[src/rtl/bmcsync_pkg.sv]
package bmcsync_pkg;

  typedef enum logic [2:0] {
    ST_IDLE = 3'd0,
    ST_WAIT = 3'd1,
    ST_SYNC = 3'd2,
    ST_RECV = 3'd3,
    ST_STOP = 3'd4
  } sync_state_e;

  localparam logic [1:0] EN_SYNC_RX = 2'b11;

  // Budget of failed attempts for a retry code: 0, 3, 15, 63
  function automatic logic [7:0] retry_budget(input logic [1:0] code);
    logic [7:0] one;
    one = 8'd1;
    return (one << (3'd2 * {1'b0, code})) - 8'd1;
  endfunction

endpackage

[src/rtl/bmcsync_cfg.sv]
module bmcsync_cfg (
  input  logic       clk,
  input  logic       rst_n,
  input  logic       wr,
  input  logic [1:0] en_in,
  input  logic       wait_in,
  input  logic [1:0] retry_in,
  output logic [1:0] en_eff,
  output logic       wait_eff,
  output logic [1:0] retry_eff,
  output logic       clear
);

  logic [1:0] en_q;
  logic       wait_q;
  logic [1:0] retry_q;

  always_ff @(posedge clk or negedge rst_n) begin
    if (!rst_n) begin
      en_q    <= 2'b00;
      wait_q  <= 1'b0;
      retry_q <= 2'b00;
    end else if (wr) begin
      en_q    <= en_in;
      wait_q  <= wait_in;
      retry_q <= retry_in;
    end
  end

  // A write takes effect in the cycle it is presented
  always_comb begin
    en_eff    = wr ? en_in    : en_q;
    wait_eff  = wr ? wait_in  : wait_q;
    retry_eff = wr ? retry_in : retry_q;
    clear     = wr && !en_in[0];
  end

endmodule

[src/rtl/bmcsync_retry.sv]
module bmcsync_retry #(
  parameter int CNT_W = 6
) (
  input  logic             clk,
  input  logic             rst_n,
  input  logic             clear,
  input  logic             fail,
  input  logic [CNT_W-1:0] budget,
  output logic [CNT_W-1:0] cnt,
  output logic             exhausted
);

  logic cnt_en;

  always_comb begin
    exhausted = fail && (cnt == budget);
    cnt_en    = clear || (fail && !exhausted);
  end

  always_ff @(posedge clk or negedge rst_n) begin
    if (!rst_n) begin
      cnt <= '0;
    end else if (cnt_en) begin
      cnt <= clear ? '0 : cnt + 1'b1;
    end
  end

endmodule

[src/rtl/bmcsync_timer.sv]
module bmcsync_timer #(
  parameter int TO_W = 8
) (
  input  logic            clk,
  input  logic            rst_n,
  input  logic            run,
  input  logic            mark,
  input  logic [TO_W-1:0] limit,
  output logic            expire
);

  logic [TO_W-1:0] cnt;
  logic            restart;

  always_comb begin
    expire  = run && !mark && (limit != '0) && (cnt == limit - 1'b1);
    restart = !run || mark || expire;
  end

  always_ff @(posedge clk or negedge rst_n) begin
    if (!rst_n) begin
      cnt <= '0;
    end else begin
      cnt <= restart ? '0 : cnt + 1'b1;
    end
  end

endmodule

[src/rtl/bmcsync_ctrl.sv]
module bmcsync_ctrl #(
  parameter int RETRY_W = 6,
  parameter int TO_W    = 8
) (
  input  logic               clk,
  input  logic               rst_n,
  input  logic               cfg_wr,
  input  logic [1:0]         cfg_en,
  input  logic               cfg_wait_act,
  input  logic [1:0]         cfg_retry,
  input  logic [TO_W-1:0]    rx_timeout_lim,
  input  logic               ev_activity,
  input  logic               ev_sync_ok,
  input  logic               ev_sync_fail,
  input  logic               ev_frame_err,
  input  logic               ev_frame_mark,
  output logic [2:0]         state_o,
  output logic               rx_active,
  output logic               sync_done,
  output logic               err_sync,
  output logic               err_frame,
  output logic               err_timeout,
  output logic [RETRY_W-1:0] retry_cnt
);
  import bmcsync_pkg::*;

  localparam int BUD_W = 8;

  sync_state_e        state_q, state_d;
  logic [1:0]         en_eff, retry_code;
  logic               wait_eff, clear;
  logic               fail_cnt, exhausted, expire;
  logic [RETRY_W-1:0] budget;
  logic [BUD_W-1:0]   budget_full;
  logic               set_sd, set_es, set_ef, set_et;
  logic               flag_en;

  bmcsync_cfg u_cfg (
    .clk       (clk),
    .rst_n     (rst_n),
    .wr        (cfg_wr),
    .en_in     (cfg_en),
    .wait_in   (cfg_wait_act),
    .retry_in  (cfg_retry),
    .en_eff    (en_eff),
    .wait_eff  (wait_eff),
    .retry_eff (retry_code),
    .clear     (clear)
  );

  always_comb begin
    budget_full = retry_budget(retry_code);
    budget      = budget_full[RETRY_W-1:0];
    fail_cnt    = (state_q == ST_SYNC) && ev_sync_fail && !ev_frame_err && !clear;
  end

  bmcsync_retry #(.CNT_W(RETRY_W)) u_retry (
    .clk       (clk),
    .rst_n     (rst_n),
    .clear     (clear),
    .fail      (fail_cnt),
    .budget    (budget),
    .cnt       (retry_cnt),
    .exhausted (exhausted)
  );

  bmcsync_timer #(.TO_W(TO_W)) u_timer (
    .clk    (clk),
    .rst_n  (rst_n),
    .run    (state_q == ST_RECV),
    .mark   (ev_frame_mark),
    .limit  (rx_timeout_lim),
    .expire (expire)
  );

  // Next-state logic
  always_comb begin
    state_d = state_q;
    set_sd  = 1'b0;
    set_es  = 1'b0;
    set_ef  = 1'b0;
    set_et  = 1'b0;
    if (clear) begin
      state_d = ST_IDLE;
    end else begin
      case (state_q)
        ST_IDLE: begin
          if (en_eff[0]) state_d = wait_eff ? ST_WAIT : ST_SYNC;
        end
        ST_WAIT: begin
          if (ev_activity) state_d = ST_SYNC;
        end
        ST_SYNC: begin
          if (ev_frame_err) begin
            state_d = ST_STOP;
            set_ef  = 1'b1;
          end else if (exhausted) begin
            state_d = ST_STOP;
            set_es  = 1'b1;
          end else if (ev_sync_ok || sync_done) begin
            set_sd = ev_sync_ok;
            if (en_eff == EN_SYNC_RX) state_d = ST_RECV;
          end
        end
        ST_RECV: begin
          if (ev_frame_err) begin
            state_d = ST_STOP;
            set_ef  = 1'b1;
          end else if (expire) begin
            state_d = ST_STOP;
            set_et  = 1'b1;
          end else if (en_eff != EN_SYNC_RX) begin
            state_d = ST_SYNC;
          end
        end
        ST_STOP: state_d = ST_STOP;
        default: state_d = ST_IDLE;
      endcase
    end
  end

  // State and flag registers
  always_comb flag_en = clear || set_sd || set_es || set_ef || set_et;

  always_ff @(posedge clk or negedge rst_n) begin
    if (!rst_n) begin
      state_q <= ST_IDLE;
    end else begin
      state_q <= state_d;
    end
  end

  always_ff @(posedge clk or negedge rst_n) begin
    if (!rst_n) begin
      sync_done   <= 1'b0;
      err_sync    <= 1'b0;
      err_frame   <= 1'b0;
      err_timeout <= 1'b0;
    end else if (flag_en) begin
      sync_done   <= !clear && (sync_done   || set_sd);
      err_sync    <= !clear && (err_sync    || set_es);
      err_frame   <= !clear && (err_frame   || set_ef);
      err_timeout <= !clear && (err_timeout || set_et);
    end
  end

  always_comb begin
    state_o   = state_q;
    rx_active = (state_q == ST_RECV);
  end

endmodule

[config.mk]
export PLATFORM = sky130hd
export DESIGN_NAME = bmcsync_ctrl
export DESIGN_NICKNAME = d
export VERILOG_FILES = /design/src/rtl/bmcsync_pkg.sv /design/src/rtl/bmcsync_cfg.sv /design/src/rtl/bmcsync_retry.sv /design/src/rtl/bmcsync_timer.sv /design/src/rtl/bmcsync_ctrl.sv
export SDC_FILE = /design/constraint.sdc
export NUM_CORES = 1
export LEC_CHECK = 0
export ABC_AREA = 1
export BUFFER_PORTS_ARGS = -buffer_cell sky130_fd_sc_hd__buf_2
export CAP_MARGIN = 40
export CORE_ASPECT_RATIO = 0.75
export CORE_MARGIN = 2
export CORE_UTILIZATION = 40
export DETAILED_ROUTE_END_ITERATION = 6
export GPL_ROUTABILITY_DRIVEN = 1
export GPL_TIMING_DRIVEN = 0
export PLACE_DENSITY = 0.65
export SLEW_MARGIN = 20
export SYNTH_ARGS = -nofsm -noshare
export SYNTH_HDL_FRONTEND = slang
export SYNTH_SLANG_ARGS = --single-unit
[constraint.sdc]
create_clock -name clk -period 1.8 [get_ports clk]
set_clock_uncertainty 0.2 [all_clocks]
set_input_delay 0.18 -clock clk [delete_from_list [all_inputs] [get_ports clk]]
set_output_delay 0.18 -clock clk [all_outputs]
set_load 0.01 [all_outputs]
# After elaboration in Yosys (flattened, before gate mapping)
# Index checks and enable logic that the tools add are counted.
# Widths: inputs -> output; s select.
[word_totals]
regBits = 26
elab_cells = 96
input_bits = 21
[op_classes]
shifts = 1
muxes = 33
eq_ne = 13
n_reduce_logical = 35
n_addsub = 4
[op_table]
columns = ["operator", "n"]
rows = [
  ["$mux 3", 10],
  ["$mux 1", 17],
  ["$pmux 3 s5", 1],
  ["$logic_and 1x1->1", 13],
  ["$logic_or 1x1->1", 12],
  ["$ne 5x4->1 const B", 2],
  ["$add 8x1->8 const B", 1],
  ["$eq 8x8->1", 1],
  ["$mux 8", 1],
  ["$reduce_bool 8->1", 1],
  ["$sub 8x1->8 const B", 1],
  ["$add 6x1->6 const B", 1],
  ["$eq 3x2->1 const B", 2],
  ["$eq 6x6->1", 1],
  ["$logic_not 1->1", 6],
  ["$mux 2", 3],
  ["$mux 6", 1],
  ["$ne 3x3->1 const B", 2],
  ["$shl 1x3->6 const A", 1],
  ["$sub 6x1->6 const B", 1],
  ["$ne 5x5->1 const B", 1],
  ["$reduce_and 5->1", 1],
  ["$eq 3x1->1 const B", 1],
  ["$eq 3x3->1 const B", 1],
  ["other kinds (4)", 4],
]

# Logic depth before layout (Yosys ltp)
# Gate-level depths: netlist of run 1.
[logic_depth]
ltp_word = 13
depth_mapped = 15
ltp_nobuf = 15

# Cells and area by module
# From an unflattened synthesis of run 1, not the netlist that was laid out.
[unflattened]
cells_unflattened = 282
hier_area_um2 = 1960.6
[modules_own_cells]
columns = ["mod", "seq_area_each_um2", "cells_per_inst", "instances", "area_each_um2"]
rows = [
  ["bmcsync_timer", 200.2, 113, 1, 763.2],
  ["bmcsync_retry", 150.1, 79, 1, 508.0],
  ["bmcsync_ctrl", 175.2, 68, 1, 500.5],
  ["bmcsync_cfg", 125.1, 22, 1, 188.9],
]

# Worst setup path after synthesis of run 1
# No wires, ideal clock.
[synth_timing]
path_kind = "flip-flop to flip-flop"
start = "register state_q[1], in the netlist state_o[1]"
end = "register state_q[0], in the netlist state_o[0]"
path_stages_with_launch = 12
arrival_ns = 1.423
setup_ns = 0.126
n_path_buf = 0
path_slack_ns = 0.051
period_less_slack_ns = 1.749
path_cell_list = "dfrtp_1 nand2_2 nor2_4 nand2_2 nor2_1 nand2_1 nor2_2 nand3_2 nand2_2 nand2_2 nor2_4 o21ai_0"
[synth_between]
elab_cells_between_ends = 24
[synth_lines]
columns = ["item", "line_no", "text"]
rows = [
  ["start: declaration", "bmcsync_ctrl.sv:29", "sync_state_e state_q, state_d;"],
  ["start signal: assignment", "bmcsync_ctrl.sv:129", "state_q <= state_d;"],
  ["$eq 3x2->1 *", "n/a", ""],
  ["via rx_active", "bmcsync_ctrl.sv:18", "output logic rx_active,"],
  ["$logic_and 1x1->1 (3 in series)", "bmcsync_timer.sv:16", "expire = run && !mark && (limit != '0) && (cnt == limit - 1'b1);"],
  ["$mux 3", "bmcsync_ctrl.sv:109", "end else if (expire) begin"],
  ["$mux 3", "bmcsync_ctrl.sv:106", "if (ev_frame_err) begin"],
  ["$pmux 3 s5", "bmcsync_ctrl.sv:86", "case (state_q)"],
  ["$mux 3", "bmcsync_ctrl.sv:83", "if (clear) begin"],
]
# The timed path passes the listed nets; every way through them passes the cells marked *.
# A chain may end at the register's enable or synchronous reset.

# Worst setup path after layout of run 1
[layout_timing]
start = "register state_q[0], in the netlist state_o[0]"
end = "register state_q[0], in the netlist state_o[0]"
[layout_between]
elab_chain_len = 9
elab_cells_between_ends = 24
[layout_lines]
columns = ["item", "line_no", "text"]
rows = [
  ["$eq 3x2->1", "bmcsync_ctrl.sv:54, bmcsync_ctrl.sv:86", ""],
  ["$logic_and 1x1->1 (3 in series)", "bmcsync_ctrl.sv:54", "fail_cnt = (state_q == ST_SYNC) && ev_sync_fail && !ev_frame_err && !clear;"],
  ["$logic_and 1x1->1", "bmcsync_retry.sv:16", "exhausted = fail && (cnt == budget);"],
  ["$mux 3", "bmcsync_ctrl.sv:97", "end else if (exhausted) begin"],
  ["$mux 3", "bmcsync_ctrl.sv:94", "if (ev_frame_err) begin"],
  ["$pmux 3 s5", "bmcsync_ctrl.sv:86", ""],
  ["$mux 3", "bmcsync_ctrl.sv:83", ""],
]
# Several ways; a longest one is shown, not always the timed one.

==> results of run 1 <==
[layout make-up]
type	count	area [um^2]
fill	441	2018
multi-input combinational	193	1044
sequential	26	654.4
timing repair buffer	57	372.9
inverter	41	161.4
tap	57	71.32
clock buffer	4	55.05
buffer	1	11.26
[state kept, by name, summed over array words and instances (netlist names), 2 cells and up]
| signal | flops |
|---|---|
| state_o | 3 |
| u_retry.cnt | 6 |
| u_cfg.retry_q | 2 |
| u_cfg.en_q | 2 |
| u_timer.cnt | 8 |
[stage by stage]
stage	util, %	hold WS (ps)	cells
4_1_cts	50.96	8.471	370
5_1_grt	54.01	39.71	379
6_report	54.01	11.62	379
2_1_floorplan	-	-315.6	261
3_5_place_dp	46.34	16.72	351
3_3_place_gp	46.34	20.77	351
[kinds of logic (layout without fill, tap and decap cells)]
logic type      after synthesis  in the layout  share of synthesized area, %
fa+ha+maj                     4              4                         2.786
simple gates                160            160                         41.36
flops                        26             26                         36.21
xor+xnor                      6              6                         2.925
compound gates               23             23                         7.103
buf+inv                      42            103                         9.610
[placed cells by master (no fill, tap or decap), types with 4 or more instances in the layout]
cell type and instances:
clkbuf_8 4, a21oi_1 8, nor2_1 30, buf_2 33, xor2_1 4, buf_4 14
inv_2 10, dlygate4sd3_1 8, nand2_1 81, inv_1 29, nor2_4 4, nand2_2 7
o21ai_0 6, nor3_1 5, ha_1 4, dfrtp_1 23, nand3_2 4, nand3_1 16
[power by group]
part           switching, uW  internal (uW)  leakage [uW]  total (uW)
clock                    183            196     0.0000288         379
combinational            395            321      0.000887         716
sequential              76.1            659      0.000344         735
[worst max-delay path by stage]
| stage | startpoint | to | slack (ps) | cells after the start |
|---|---|---|---|---|
| after detailed placement | rx_timeout_lim[0] | u_timer.cnt[3]$_DFF_PN0_ | -210 | 13 |
| after floorplan | state_o[1]$_DFFE_PN0P_ | state_o[0]$_DFFE_PN0P_ | 50 | 11 |
| after global routing | u_timer.cnt[0]$_DFF_PN0_ | state_o[0]$_DFFE_PN0P_ | -70 | 13 |
| after CTS | state_o[0]$_DFFE_PN0P_ | state_o[0]$_DFFE_PN0P_ | -4 | 12 |
| final | state_o[0]$_DFFE_PN0P_ | state_o[0]$_DFFE_PN0P_ | 30 | 11 |
| after global placement | rx_timeout_lim[0] | u_timer.cnt[4]$_DFF_PN0_ | -190 | 13 |
[routing by layer]
layer	vias to the layer above	track usage [%]	routed length (um)
met5	-	0	0
met4	0	1.453	8
met3	2	3.902	149
met2	24	27.17	1743
met1	829	23.81	2109
li1	952	-	-
[worst max-delay path: cells and delay by family, from the launching register on]
kind | cells | cell delay, ps
simple gates | 8 | 820
compound gates | 1 | 80
flops | 1 | 450
buf+inv | 2 | 150
[timing repair]
action	CTS	global route
endpoints found under the setup margin	13	16
hold endpoints to repair	32	0
hold buffers	8	0
resized for setup	7	22
setup buffers	7	9
pin swaps	5	10
==> metrics.txt, run 1 <==
top post-synthesis cells by count=nand2_1, inv_1, nor2_1; height of the die=~62 um; Skew-Pair Late Insertion Delay=270 ps; Sink Count=26; cell area after synthesis=1797 um^2; num ports=35; CP Data Required Time=approximately 1800 ps; Hold Path End=u_cfg.wait_q$_DFF_PN0_; Gate Count Post-Synth=approximately 260; crit end category=flop; register bit total from synthesis=26; hold_sp=cfg_wr; GRT Util Overall=16.70%; Max Slew Vio Count=0; Post-synth EDFFs=0; Clk Tree Root Cell=clkbuf_8; CP max stage delay=between 400 and 500 ps; Initial DRC Count=70; Initial Util=approximately two fifths; DR DRC count=0; global-route wire length before repair=between 6 and 7 mm; flop-to-flop setup slack=30 ps; clock slew at reported path FFs=~90 ps; Post-synth ARST share=100.0%; cell taking the most area after synthesis=dfrtp_1; fmax=0.5639 GHz; Avg WL per Cell=~11 um; Row Count=21; die area=5049 um^2; count of cell types in the netlist=28; Setup WS pre-CTS=-206.9 ps; ys flop type=dfrtp_1; Num CTS Buffers=3; number of global-route vias before repair=between 1k and 1.5k; Final Cycle Share=a little over nine tenths; antenna cell count=0; Post-DP Area=around 2000 um^2; status=finished, final reports clean; worst-path fanout max=4; Reg-to-Reg Start=state_o[0]$_DFFE_PN0P_; setup violators final=0; Tmin final=1773 ps; port bufs=33; placer congestion estimate=between 0.7 and 0.8; top post-synthesis cells by area=dfrtp_1, nand2_1, inv_1; largest net degree at the start of global routing=27; Core Footprint=4388 um^2; ANT nets after route=0; slowest CP cell=dfrtp_2; worst-path cell chain=inv_2, nand3_2, inv_2, nand2_2, nor2_4, nand4_4, nand3_4, nor2_2, nor2_4, nand2_1, o21ai_1; Area growth, synth to finish=31.89%; Die X=between 80 and 90 um; detailed placer's ending HPWL=slightly below 3 mm; HP Class=input pin to flop; syn_area_per_cell=6.884 um^2; share of layout cells above drive strength 1=between 20 and 30%; Clock Tree Buf Depth=2; CTS tree=done; Overall Power=1830 uW; nets=about 350; H-tree depth=1; RSZ-0062 raised after global routing=yes; Sum Neg Setup Slack=0 ps; PwrDens=approximately 770 nW/um^2; fin area=around 2400 um^2; Mapped Nets=roughly 290; most frequent cell after synthesis=nand2_1; reported max-cap violation count=0; initial antenna violation count=0; drt pass-1 iters=4; Worst Tran Pin Value=594.5 ps; final worst slack=26.58 ps; Fin. Hold Viols=0; FF-to-FF path depth=11; critical path startpoint category=flop; CP arrival=~1800 ps; Leakage Power=between 0.001 and 0.0015 uW; VDD IR-drop max=around 0.00046 V; vias=approximately 1.8k; Post-Route WL=roughly 4.0 mm; DR vias/cell=4.768; critical path class=flop to flop; Yosys top cell area share=36.21%; slew margin rel.=60.37%; post-synthesis sequential area ratio=a little over a third; worst r2r dst=state_o[0]$_DFFE_PN0P_; Synth Warn #=0; global route overflow=0; hold path cells=3
No activity file was read; power rests on OpenSTA's default activity.
==> run 2: changes to the inputs <==
- CORE_MARGIN: 2 -> unset
- CTS_BUF_LIST: unset -> sky130_fd_sc_hd__clkbuf_8
==> metrics.txt, run 2 (synthesis gave the netlist of run 1 again) <==
status=finished, final reports clean; worst-path fanout max=5; Skew-Pair Late Insertion Delay=270 ps; Max Slew Vio Count=0; height of the die=60.04 um; Clock Tree Buf Depth=2; Post-Route WL=approximately 4.1 mm; Die X=between 70 and 80 um; Initial Util=about 43%; nets=about 350; Reg-to-Reg Start=state_o[0]$_DFFE_PN0P_; slew margin rel.=61.02%; largest net degree at the start of global routing=27; HP Class=input pin to flop; CP arrival=between 1500 and 2000 ps; critical path class=flop to flop; worst r2r dst=state_o[0]$_DFFE_PN0P_; antenna cell count=0; VDD IR-drop max=0.0004899 V; global route overflow=0; number of global-route vias before repair=approximately 1.6k; num ports=35; CP Data Required Time=1800 ps; detailed placer's ending HPWL=between 2 and 3 mm; most common cell after layout, fill and taps aside=nand2_1; WHS=approximately 25 ps; Avg WL per Cell=11.03 um; setup violators final=0; DR vias/cell=4.657; DR DRC count=0; CTS tree=done; Initial DRC Count=between 70 and 80; max reg flops=8; initial antenna violation count=0; vias=around 1.8k; PwrDens=about 760 nW/um^2; Reg with most FFs=u_timer.cnt; drt pass-1 iters=4; critical path startpoint category=flop; Num CTS Buffers=3; hold_sp=cfg_wr; Final Cycle Share=between 90% and 100%; GRT Util Overall=roughly a fifth; port bufs=33; Fin. Hold Viols=0; global-route wire length before repair=between 7 and 8 mm; H-tree depth=1; FF-to-FF path depth=12; hold path cells=3; RSZ-0062 raised after global routing=yes; Leakage Power=roughly 0.0013 uW; Area growth, synth to finish=31.27%; ANT nets after route=0; reported max-cap violation count=0; Hold Path End=u_cfg.wait_q$_DFF_PN0_; die area=4767 um^2; fmax=approximately 0.57 GHz; fill count=~410; Row Count=20; Overall Power=between 1500 and 2000 uW; Sink Count=26; Worst Tran Pin Value=~580 ps; leading cell types in the layout, fill and taps excluded=nand2_1, buf_2, inv_1; clock slew at reported path FFs=90 ps; Core Footprint=~4200 um^2; share of layout cells above drive strength 1=about 29%; Clk Tree Root Cell=clkbuf_8; placer congestion estimate=between 0.7 and 0.8; crit end category=flop; flop-to-flop setup slack=40 ps; Tmin final=~1800 ps
[run 2: changes by cell type in the layout (fill, tap and decap cells not counted), moves of 2 or more]
cell,previous run,this run
o21ai_1,3,5
inv_2,10,8
nor3b_1,2,4
nor3b_2,2,0
inv_1,29,31
o21ai_0,6,4
nor2_1,30,28
[run 2: how the worst max path moves through the flow]
stage | startpoint | to | slack [ps]
global placement | rx_timeout_lim[0] | u_timer.cnt[3]$_DFF_PN0_ | -200
global route | u_timer.cnt[0]$_DFF_PN0_ | state_o[0]$_DFFE_PN0P_ | -110
detailed placement | rx_timeout_lim[0] | state_o[0]$_DFFE_PN0P_ | -210
CTS | state_o[0]$_DFFE_PN0P_ | state_o[0]$_DFFE_PN0P_ | -30
finish | state_o[0]$_DFFE_PN0P_ | state_o[0]$_DFFE_PN0P_ | 40
floorplan | state_o[1]$_DFFE_PN0P_ | state_o[0]$_DFFE_PN0P_ | 50
[run 2: what timing repair did]
| item | in CTS | in global routing |
|---|---|---|
| cloned | 0 | 0 |
| pin swaps | 11 | 12 |
| resized for setup | 6 | 25 |
| hold buffers | 8 | 0 |
| buffers inserted | 9 | 7 |
| endpoints found under the setup margin | 13 | 17 |
| endpoints found under the hold margin | 32 | 0 |
[run 2: layer usage]
| layer | part of all wire, % | global-route usage, % | up-vias | wire length, um |
|---|---|---|---|---|
| met5 | 0 | 0 | - | 0 |
| met4 | 0.34 | 2.597 | 0 | 14 |
| met3 | 3.4 | 4.122 | 2 | 143 |
| met2 | 45 | 30.54 | 25 | 1855 |
| met1 | 51 | 28.63 | 781 | 2133 |
| li1 | - | - | 943 | - |
[run 2: layout make-up]
class	count	area (um^2)	share of cell area (%)
plain buffers	1	11.26	0.4775
clock buffers	3	41.29	1.751
multi-input cells	193	1049	44.46
well taps	55	68.82	2.918
flip-flops and latches	26	654.4	27.75
repair buffers	57	372.9	15.81
inverters	41	161.4	6.844
[run 2: metrics by stage]
stage	cell area (um^2)	setup slack, ps	instances	setup TNS (ps)	util, %
after floorplan	1797	50.62	261	0	-
after global placement	2031	-200.0	349	-1887	48.59
after detailed placement	2031	-209.8	349	-1957	48.59
after CTS	2235	-25.81	369	-77.86	53.47
after global routing	2359	-110.3	376	-484.8	56.44
final	2359	39.78	376	0	56.44
[run 2: worst max-delay path: stages, from the launching register on]
cell,delay (ps)
dfrtp_1,430
nand2_2,90
nor2_4,110
nand2_2,60
nor2_1,80
nand2_1,80
nor2_4,120
nand3_4,120
nand2_2,90
nand2_2,70
nor2_4,110
nand2_1,60
o21ai_1,80
[run 2: power breakdown]
| group | switching, uW | internal [uW] |
|---|---|---|
| Clock | 181 | 150 |
| Sequential | 71.4 | 658 |
| Combinational | 399 | 328 |
